<file path="config.mk">
export PLATFORM = sky130hd
export DESIGN_NAME = trig_seq_top
export DESIGN_NICKNAME = d
export VERILOG_FILES = /design/src/rtl/trig_seq_pkg.sv /design/src/rtl/trig_sync.sv /design/src/rtl/trig_edge.sv /design/src/rtl/trig_seq_fsm.sv /design/src/rtl/trig_seq_top.sv
export SDC_FILE = /design/constraint.sdc
export NUM_CORES = 1
export LEC_CHECK = 0
export ABC_AREA = 1
export BUFFER_PORTS_ARGS = -buffer_cell sky130_fd_sc_hd__buf_2
export CELL_PAD_IN_SITES_DETAIL_PLACEMENT = 1
export CELL_PAD_IN_SITES_GLOBAL_PLACEMENT = 2
export CORE_AREA = 2 2 39 41
export CTS_BUF_LIST = sky130_fd_sc_hd__clkbuf_8
export DETAILED_ROUTE_END_ITERATION = 16
export DIE_AREA = 0 0 41 43
export HOLD_SLACK_MARGIN = 0.1
export PLACE_DENSITY_LB_ADDON = 0.1
export SLEW_MARGIN = 20
export SYNTH_ARGS = -nofsm -noshare
export SYNTH_HDL_FRONTEND = slang
export SYNTH_SLANG_ARGS = --single-unit
</file>
<file path="constraint.sdc">
create_clock -name clk_i -period 2.1 [get_ports clk_i]
set_input_delay 0.21 -clock clk_i [delete_from_list [all_inputs] [get_ports clk_i]]
set_output_delay 0.21 -clock clk_i [all_outputs]
set_load 0.01 [all_outputs]
</file>
<file path="src/rtl/trig_seq_pkg.sv">
package trig_seq_pkg;
    localparam int unsigned NUM_STATES = 3;

    typedef enum int unsigned {
        IDX_INIT  = 0,
        IDX_WAIT  = 1,
        IDX_ARMED = 2
    } state_idx_e;

    typedef logic [NUM_STATES-1:0] state_vec_t;

    localparam state_vec_t ST_INIT  = state_vec_t'(1) << IDX_INIT;
    localparam state_vec_t ST_WAIT  = state_vec_t'(1) << IDX_WAIT;
    localparam state_vec_t ST_ARMED = state_vec_t'(1) << IDX_ARMED;

    typedef struct packed {
        state_vec_t state;
        logic       recover;
    } seq_regs_t;
endpackage

</file>
<file path="src/rtl/trig_sync.sv">
module trig_sync #(
    parameter int unsigned STAGES = 2
) (
    input  logic clk_i,
    input  logic rst_ni,
    input  logic async_i,
    output logic sync_o
);
    localparam int unsigned DEPTH = (STAGES < 2) ? 2 : STAGES;

    logic [DEPTH-1:0] chain_d, chain_q;

    always_comb begin
        chain_d = {chain_q[DEPTH-2:0], async_i};
    end

    always_ff @(posedge clk_i or negedge rst_ni) begin
        if (!rst_ni) chain_q <= '0;
        else         chain_q <= chain_d;
    end

    assign sync_o = chain_q[DEPTH-1];


    sync_shift_chk: assert property (@(posedge clk_i) disable iff (!rst_ni)
        sync_o == $past(chain_q[DEPTH-2]) || $past(!rst_ni));
endmodule

</file>
<file path="src/rtl/trig_edge.sv">
module trig_edge (
    input  logic clk_i,
    input  logic rst_ni,
    input  logic level_i,
    output logic rise_o
);
    logic prev_d, prev_q;

    always_comb begin
        prev_d = level_i;
    end

    always_ff @(posedge clk_i or negedge rst_ni) begin
        if (!rst_ni) prev_q <= 1'b0;
        else         prev_q <= prev_d;
    end

    assign rise_o = level_i & ~prev_q;


    single_rise_chk: assert property (@(posedge clk_i) disable iff (!rst_ni)
        rise_o |=> !rise_o);
endmodule

</file>
<file path="src/rtl/trig_seq_fsm.sv">
module trig_seq_fsm
    import trig_seq_pkg::*;
(
    input  logic       clk_i,
    input  logic       rst_ni,
    input  logic       level_i,
    input  logic       rise_i,
    input  logic       dbg_load_i,
    input  state_vec_t dbg_state_i,
    output state_vec_t state_o,
    output logic       state_ok_o,
    output logic       recover_o
);
    seq_regs_t regs_d, regs_q;
    logic      legal;

    assign legal = $onehot(regs_q.state);

    always_comb begin
        regs_d         = regs_q;
        regs_d.recover = 1'b0;
        if (dbg_load_i) begin
            regs_d.state = dbg_state_i;
        end else if (!legal) begin
            regs_d.state   = ST_INIT;
            regs_d.recover = 1'b1;
        end else begin
            unique case (1'b1)
                regs_q.state[IDX_INIT]:  regs_d.state = ST_WAIT;
                regs_q.state[IDX_WAIT]:  if (rise_i)   regs_d.state = ST_ARMED;
                regs_q.state[IDX_ARMED]: if (!level_i) regs_d.state = ST_WAIT;
                default:                 regs_d.state = ST_INIT;
            endcase
        end
    end

    always_ff @(posedge clk_i or negedge rst_ni) begin
        if (!rst_ni) begin
            regs_q.state   <= ST_INIT;
            regs_q.recover <= 1'b0;
        end else begin
            regs_q <= regs_d;
        end
    end

    assign state_o    = regs_q.state;
    assign state_ok_o = legal;
    assign recover_o  = regs_q.recover;


    illegal_to_init_chk: assert property (@(posedge clk_i) disable iff (!rst_ni)
        (!state_ok_o && !dbg_load_i) |=> (state_o == ST_INIT));

    recover_init_chk: assert property (@(posedge clk_i) disable iff (!rst_ni)
        recover_o |-> (state_o == ST_INIT && !$past(state_ok_o)));

    init_to_wait_chk: assert property (@(posedge clk_i) disable iff (!rst_ni)
        (state_o == ST_INIT && !dbg_load_i) |=> (state_o == ST_WAIT));

    armed_hold_chk: assert property (@(posedge clk_i) disable iff (!rst_ni)
        (state_o == ST_ARMED && level_i && !dbg_load_i) |=> (state_o == ST_ARMED));

    wait_no_edge_chk: assert property (@(posedge clk_i) disable iff (!rst_ni)
        (state_o == ST_WAIT && !rise_i && !dbg_load_i) |=> (state_o == ST_WAIT));

    dbg_load_chk: assert property (@(posedge clk_i) disable iff (!rst_ni)
        dbg_load_i |=> (state_o == $past(dbg_state_i)));
endmodule

</file>
<file path="src/rtl/trig_seq_top.sv">
module trig_seq_top
    import trig_seq_pkg::*;
#(
    parameter int unsigned SYNC_STAGES = 2
) (
    input  logic                  clk_i,
    input  logic                  rst_ni,
    input  logic                  trig_i,
    input  logic                  dbg_load_i,
    input  logic [NUM_STATES-1:0] dbg_state_i,
    output logic [NUM_STATES-1:0] state_o,
    output logic                  state_ok_o,
    output logic                  recover_o
);
    logic trig_level;
    logic trig_rise;

    trig_sync #(.STAGES(SYNC_STAGES)) sync_i (
        .clk_i   (clk_i),
        .rst_ni  (rst_ni),
        .async_i (trig_i),
        .sync_o  (trig_level)
    );

    trig_edge edge_i (
        .clk_i   (clk_i),
        .rst_ni  (rst_ni),
        .level_i (trig_level),
        .rise_o  (trig_rise)
    );

    trig_seq_fsm fsm_i (
        .clk_i       (clk_i),
        .rst_ni      (rst_ni),
        .level_i     (trig_level),
        .rise_i      (trig_rise),
        .dbg_load_i  (dbg_load_i),
        .dbg_state_i (dbg_state_i),
        .state_o     (state_o),
        .state_ok_o  (state_ok_o),
        .recover_o   (recover_o)
    );


    recover_single_chk: assert property (@(posedge clk_i) disable iff (!rst_ni)
        recover_o |=> !recover_o);
endmodule

</file>
==> results of run 1 <==
-- layout make-up --
class                   instances  area [sq um]
clock buffers                   3         41.29
clock inverters                 1         3.754
fillers                       177         923.4
inverters                       6         22.52
multi-input cells              20         121.4
flip-flops and latches          7         176.4
well taps                      16         20.02
repair buffers                 13         75.07
-- per-stage QoR --
step	setup WS (ns)	utilization	area [sq um]	std cells
6_report	0.3282	0.3327	460.4	66
5_1_grt	0.2453	0.3327	460.4	66
4_1_cts	0.3056	0.3327	460.4	66
3_5_place_dp	0.5499	0.2857	395.4	60
3_3_place_gp	0.5661	0.2857	395.4	60
2_1_floorplan	0.6247	-	320.3	33
-- cells in the final DEF (no fill, tap or decap) --
cell           count
buf_2             11
nand2_1            9
dfrtp_1            6
inv_1              5
nor2_1             4
clkbuf_8           3
inv_2              2
a21oi_1            2
dlygate4sd3_1      2
nand3b_4           1
nor2_2             1
nor2_4             1
o21ai_0            1
fa_1               1
dfstp_2            1
-- logic make-up (layout without fill, tap and decap cells) --
kind of cell	count (synthesis)	count (layout)	share of synthesized area
buffers and inverters	6	23	0.07031
DFF	7	7	0.5508
AOI/OAI and AO/OA	3	3	0.04686
adders and majority gates	1	1	0.06250
and+or+nand+nor	16	16	0.2695
-- report_power, final --
group / internal (W) / switching, W
registers: 0.000157 / 0.0000182
clock network: 0.000126 / 0.0000535
logic: 0.0000590 / 0.0000702
total: 0.000342 / 0.000142
-- critical path, cell delays in order (launching register included) --
cell and delay (ns):
dfrtp_1 0.43, fa_1 0.59, inv_1 0.05, nor2_1 0.12
buf_2 0.15
-- sequential cells by signal (all words and copies together) (netlist names) --
name and count:
fsm_i.recover_o 1, fsm_i.state_o 3, sync_i.chain_q 2, edge_i.prev_q 1
-- worst max-delay path by stage --
| stage | from | end | slack [ns] |
|---|---|---|---|
| global placement | fsm_i.state_o[1]$_DFF_PN0_ | state_ok_o | 0.57 |
| global route | fsm_i.state_o[1]$_DFF_PN0_ | state_ok_o | 0.25 |
| CTS | fsm_i.state_o[1]$_DFF_PN0_ | state_ok_o | 0.31 |
| finish | fsm_i.state_o[1]$_DFF_PN0_ | state_ok_o | 0.33 |
| floorplan | fsm_i.state_o[1]$_DFF_PN0_ | state_ok_o | 0.62 |
| detailed placement | fsm_i.state_o[1]$_DFF_PN0_ | state_ok_o | 0.55 |
-- metal layers --
layer	up-vias	track usage	wire, um
li1	130	-	-
met1	117	0.1085	289
met2	8	0.1375	310
met3	2	0.03141	44
met4	0	0.08000	5
met5	-	0	0
-- what timing repair did --
item	in CTS	in global routing
gates resized for setup	0	0
hold endpoints to repair	8	0
hold buffers	2	0
==> summary.md, run 1 <==
| Metric | Value |
|---|---|
| Routed WL per cell | `9.833 um` |
| Hold Crit Start | `dbg_state_i[1]` |
| VDD IR max | `0.3485 mV` |
| Period utilization | `0.8437` |
| Largest net degree at the start of global routing | `8` |
| Post-route setup TNS | `0 ns` |
| Setup slack, reg-to-reg | `0.67 ns` |
| CTS buffer count | `3` |
| Vias | `257` |
| Ports | `12` |
| CP startpoint kind | `flop` |
| Final nets | `59` |
| Drt first-iter violations | `1` |
| RSZ-0062 raised after global routing | `false` |
| N_diodes | `0` |
| GRT Util Overall | `0.09592` |
| CTS tree | `done` |
| Worst reg-to-reg path cell count | `5` |
| Maximum clock insertion buffer count | `2` |
| Synth async-reset ratio | `1.000` |
| Synthesis-to-layout area growth | `43.75%` |
| Hold path cells | `3` |
| Vias/cell | `3.894` |
| Root buf cell | `clkbuf_8` |
| Worst Tran Pin Value | `0.1947 ns` |
| Worst reg2reg path endpoint | `fsm_i.state_o[1]$_DFF_PN0_` |
| Global-route wire length before repair | `1083 um` |
| PD cells | `1051 mW/mm^2` |
| Synth unique cells | `12` |
| Most frequent cell after synthesis | `nand2_1` |
| Cells after synthesis | `33` |
| Skew final | `0.001574 ns` |
| Hold/Removal Path Class | `input port to flop` |
| Min Tclk post-route | `1.772 ns` |
| Final Total Pwr | `0.0004837 W` |
| ANT nets after route | `0` |
| Worst Hold End | `fsm_i.state_o[1]$_DFF_PN0_` |
| I/O Buffers | `11` |
| Core area | `0.001384 sq mm` |
| RePlAce Congestion | `0.6266` |
| Clk_lat worst skew | `0.22 ns` |
| Row count | `14` |
| Initial antenna violation count | `0` |
| Hold_ws | `0.1870 ns` |
| Reg-to-Reg Start | `fsm_i.state_o[1]$_DFF_PN0_` |
| Post-synth top area share | `0.4688` |
| Die area | `0.001763 sq mm` |
| Clk sinks | `7` |
| Vias in the first global route | `280` |
| Avg Cell Area, Syn | `9.706 sq um` |
| Post-DP HPWL | `529.1 um` |
| Synth top area cells | `dfrtp_1 47%, nand2_1 11%, dfstp_2 8.2%, fa_1 6.3%, nand3b_4 6.3%` |
| Layout cell share with drive strength beyond 1 | `0.4000` |
| Setup-failing EPs final | `0` |
| Drt pass-1 iters | `2` |
| Top cell type by total area after synthesis | `dfrtp_1` |
| Max-slew violations | `0` |
| CP Capture Type | `output pin` |
| Max Cap Violations | `0` |
| Worst path required time | `1.89 ns` |
| Die Y-Extent | `43 um` |
| Final Hold Viols | `0` |
| Synth Flop Type | `dfrtp_1` |
| Die width | `41 um` |
| Number of synthesized flops with an enable pin | `0` |
| Depth of the CTS H-tree | `1` |
| Net Count, Synth | `41` |
| Leak | `0.2553 nW` |
| Crit path max fanout | `5` |
| Yosys warnings | `0` |
| Setup bufs post-CTS | `0` |
| Syn Std Cell Area | `320.3 sq um` |
| Reg clk slew, reported paths | `0.04 ns` |
| Synth cell count leaders | `9 x nand2_1, 6 x dfrtp_1, 4 x inv_1, 4 x nor2_1` |
| Seq cells post-synth | `7` |
| CP arrival | `1.56 ns` |
| Status | `finished, final reports clean` |
| Residual DRC | `0` |
| DRT Wirelength | `649 um` |
| Initial Utilization | `0.2315` |
| Grt ovf | `0` |
| Slew HR | `0.8702` |
| Peak Freq | `564.4 MHz` |
| Crit path kind | `flop to output pin` |
| Sequential share of the synthesized area | `0.5508` |
No activity file was read; power rests on OpenSTA's default activity.
==> run 2, diff against run 1 <==
clock period = 1.7 ns   (was 2.1 ns; I/O delays follow)
==> run 2 against run 1 <==
Global-route usage grew 0.92 points. Power grew 34%. Core utilization up 2.4 points. Cell area up 7.3%. Critical path type unchanged.
==> summary.md, run 2 (synthesis gave the netlist of run 1 again) <==
| Metric | Value |
|---|---|
| Status | `finished, final reports clean` |
| CTS buffer count | `3` |
| Initial antenna violation count | `0` |
| Clk_lat worst skew | `0.22 ns` |
| Initial Utilization | `0.2315` |
| Leak | `0.2731 nW` |
| Residual DRC | `0` |
| Ports | `12` |
| CTS tree | `done` |
| Met1 Routed Length | `318 um` |
| Footprint of the multi-input gates | `123.9 sq um` |
| Post-route setup TNS | `0 ns` |
| Depth of the CTS H-tree | `1` |
| Fill cell count | `175` |
| Vias/cell | `3.971` |
| Post-DP HPWL | `529.1 um` |
| RePlAce Congestion | `0.6265` |
| Final Hold Viols | `0` |
| Max Cap Violations | `0` |
| Hold/Removal Path Class | `input port to flop` |
| Min Tclk post-route | `1.641 ns` |
| Root buf cell | `clkbuf_8` |
| Grt ovf | `0` |
| Crit path max fanout | `2` |
| Drt first-iter violations | `1` |
| CP Capture Type | `output pin` |
| N_diodes | `0` |
| VDD IR max | `0.4311 mV` |
| Global-route wire length before repair | `1173 um` |
| Slew HR | `0.8859` |
| Period utilization | `0.9651` |
| Highest metal used | `met4` |
| Crit path kind | `flop to output pin` |
| Synthesis-to-layout area growth | `54.30%` |
| I/O Buffers | `11` |
| Largest net degree at the start of global routing | `8` |
| Row count | `14` |
| Skew final | `0.001373 ns` |
| Worst path required time | `1.53 ns` |
| ANT nets after route | `0` |
| Met3 WL | `36 um` |
| Die Y-Extent | `43 um` |
| GRT Util Overall | `0.1051` |
| Setup-failing EPs final | `0` |
| Die area | `0.001763 sq mm` |
| Maximum clock insertion buffer count | `2` |
| DRT Wirelength | `738 um` |
| Met2 Wirelength | `378 um` |
| CP arrival | `1.47 ns` |
| Die width | `41 um` |
| Worst slack at placement | `0.1899 ns` |
| Vias in the first global route | `298` |
| Reg clk slew, reported paths | `0.04 ns` |
| PD cells | `1307 mW/mm^2` |
| Final nets | `63` |
| Worst Tran Pin Value | `0.1694 ns` |
| Core area | `0.001384 sq mm` |
| Register area | `177.7 sq um` |
| Peak Freq | `609.5 MHz` |
| Clk sinks | `7` |
| Routed WL per cell | `10.54 um` |
| Most common cell after layout, fill and taps aside | `buf_2` |
| CP startpoint kind | `flop` |
| Commonest cells after routing, fill and taps aside | `11 x buf_2, 9 x nand2_1, 5 x inv_1, 5 x dfrtp_1, 4 x buf_4` |
| Setup ws final | `0.05926 ns` |
| Layout cell share with drive strength beyond 1 | `0.4815` |
| Max reg flops | `3` |
| Max-slew violations | `0` |
| Vias | `278` |
| Hold_ws | `0.1462 ns` |
| Drt pass-1 iters | `2` |
## run 2: report_power, final
part / leakage [nW] / switching, W / total (W) / internal [W]
combinational: 0.164 / 0.000106 / 0.000213 / 0.000106
clock: 0.0269 / 0.0000659 / 0.000221 / 0.000156
sequential: 0.0821 / 0.0000173 / 0.000212 / 0.000195
## run 2: worst paths after layout
check / slack [ns] / depth (start not counted) / end / start
setup / recovery: 0.06 / 4 / state_ok_o / fsm_i.state_o[1]$_DFF_PN0_
hold / removal: 0.15 / 3 / fsm_i.state_o[1]$_DFF_PN0_ / dbg_state_i[1]
setup reg to reg: 0.20 / 6 / fsm_i.state_o[1]$_DFF_PN0_ / fsm_i.state_o[0]$_DFF_PN1_
hold reg to reg: 0.35 / 0 / sync_i.chain_q[1]$_DFF_PN0_ / sync_i.chain_q[0]$_DFF_PN0_
max in group asynchronous: 1.16 / 2 / fsm_i.state_o[0]$_DFF_PN1_ / rst_ni
min in group asynchronous: 0.31 / 2 / fsm_i.recover_o$_DFF_PN0_ / rst_ni
## run 2: what timing repair did
item,CTS,global route
hold buffers,2,0
pin swaps,1,0
endpoints found under the setup margin,1,1
gates resized for setup,1,1
buffers inserted,2,2
endpoints found under the hold margin,8,0
## run 2: area by class of cell
class / instances / area share
flip-flops and latches: 7 / 0.3595
multi-input cells: 20 / 0.2506
repair buffers: 17 / 0.2127
clock buffers: 3 / 0.08354
inverters: 6 / 0.04557
well taps: 16 / 0.04051
clock inverters: 1 / 0.007595
## run 2: through the flow
stage / instance area [sq um] / util / std cells / power, W
floorplan: 320.3 / - / 33 / 0.0003204
global placement: 395.4 / 0.2857 / 60 / 0.0003763
detailed placement: 395.4 / 0.2857 / 60 / 0.0003782
CTS: 476.7 / 0.3445 / 68 / 0.0006325
global route: 494.2 / 0.3571 / 70 / 0.0006885
finish: 494.2 / 0.3571 / 70 / 0.0006460
## run 2: worst max-delay path: stages (launching register included)
cell     delay (ns)
dfrtp_2        0.41
fa_1           0.56
inv_1          0.05
nor2_2         0.09
buf_2          0.14
## run 2: routing by layer
layer  global-route usage  vias to the layer above
li1                     -                      139
met1               0.1153                      129
met2               0.1594                        8
met3              0.03141                        2
met4              0.08000                        0
met5                    0                        -
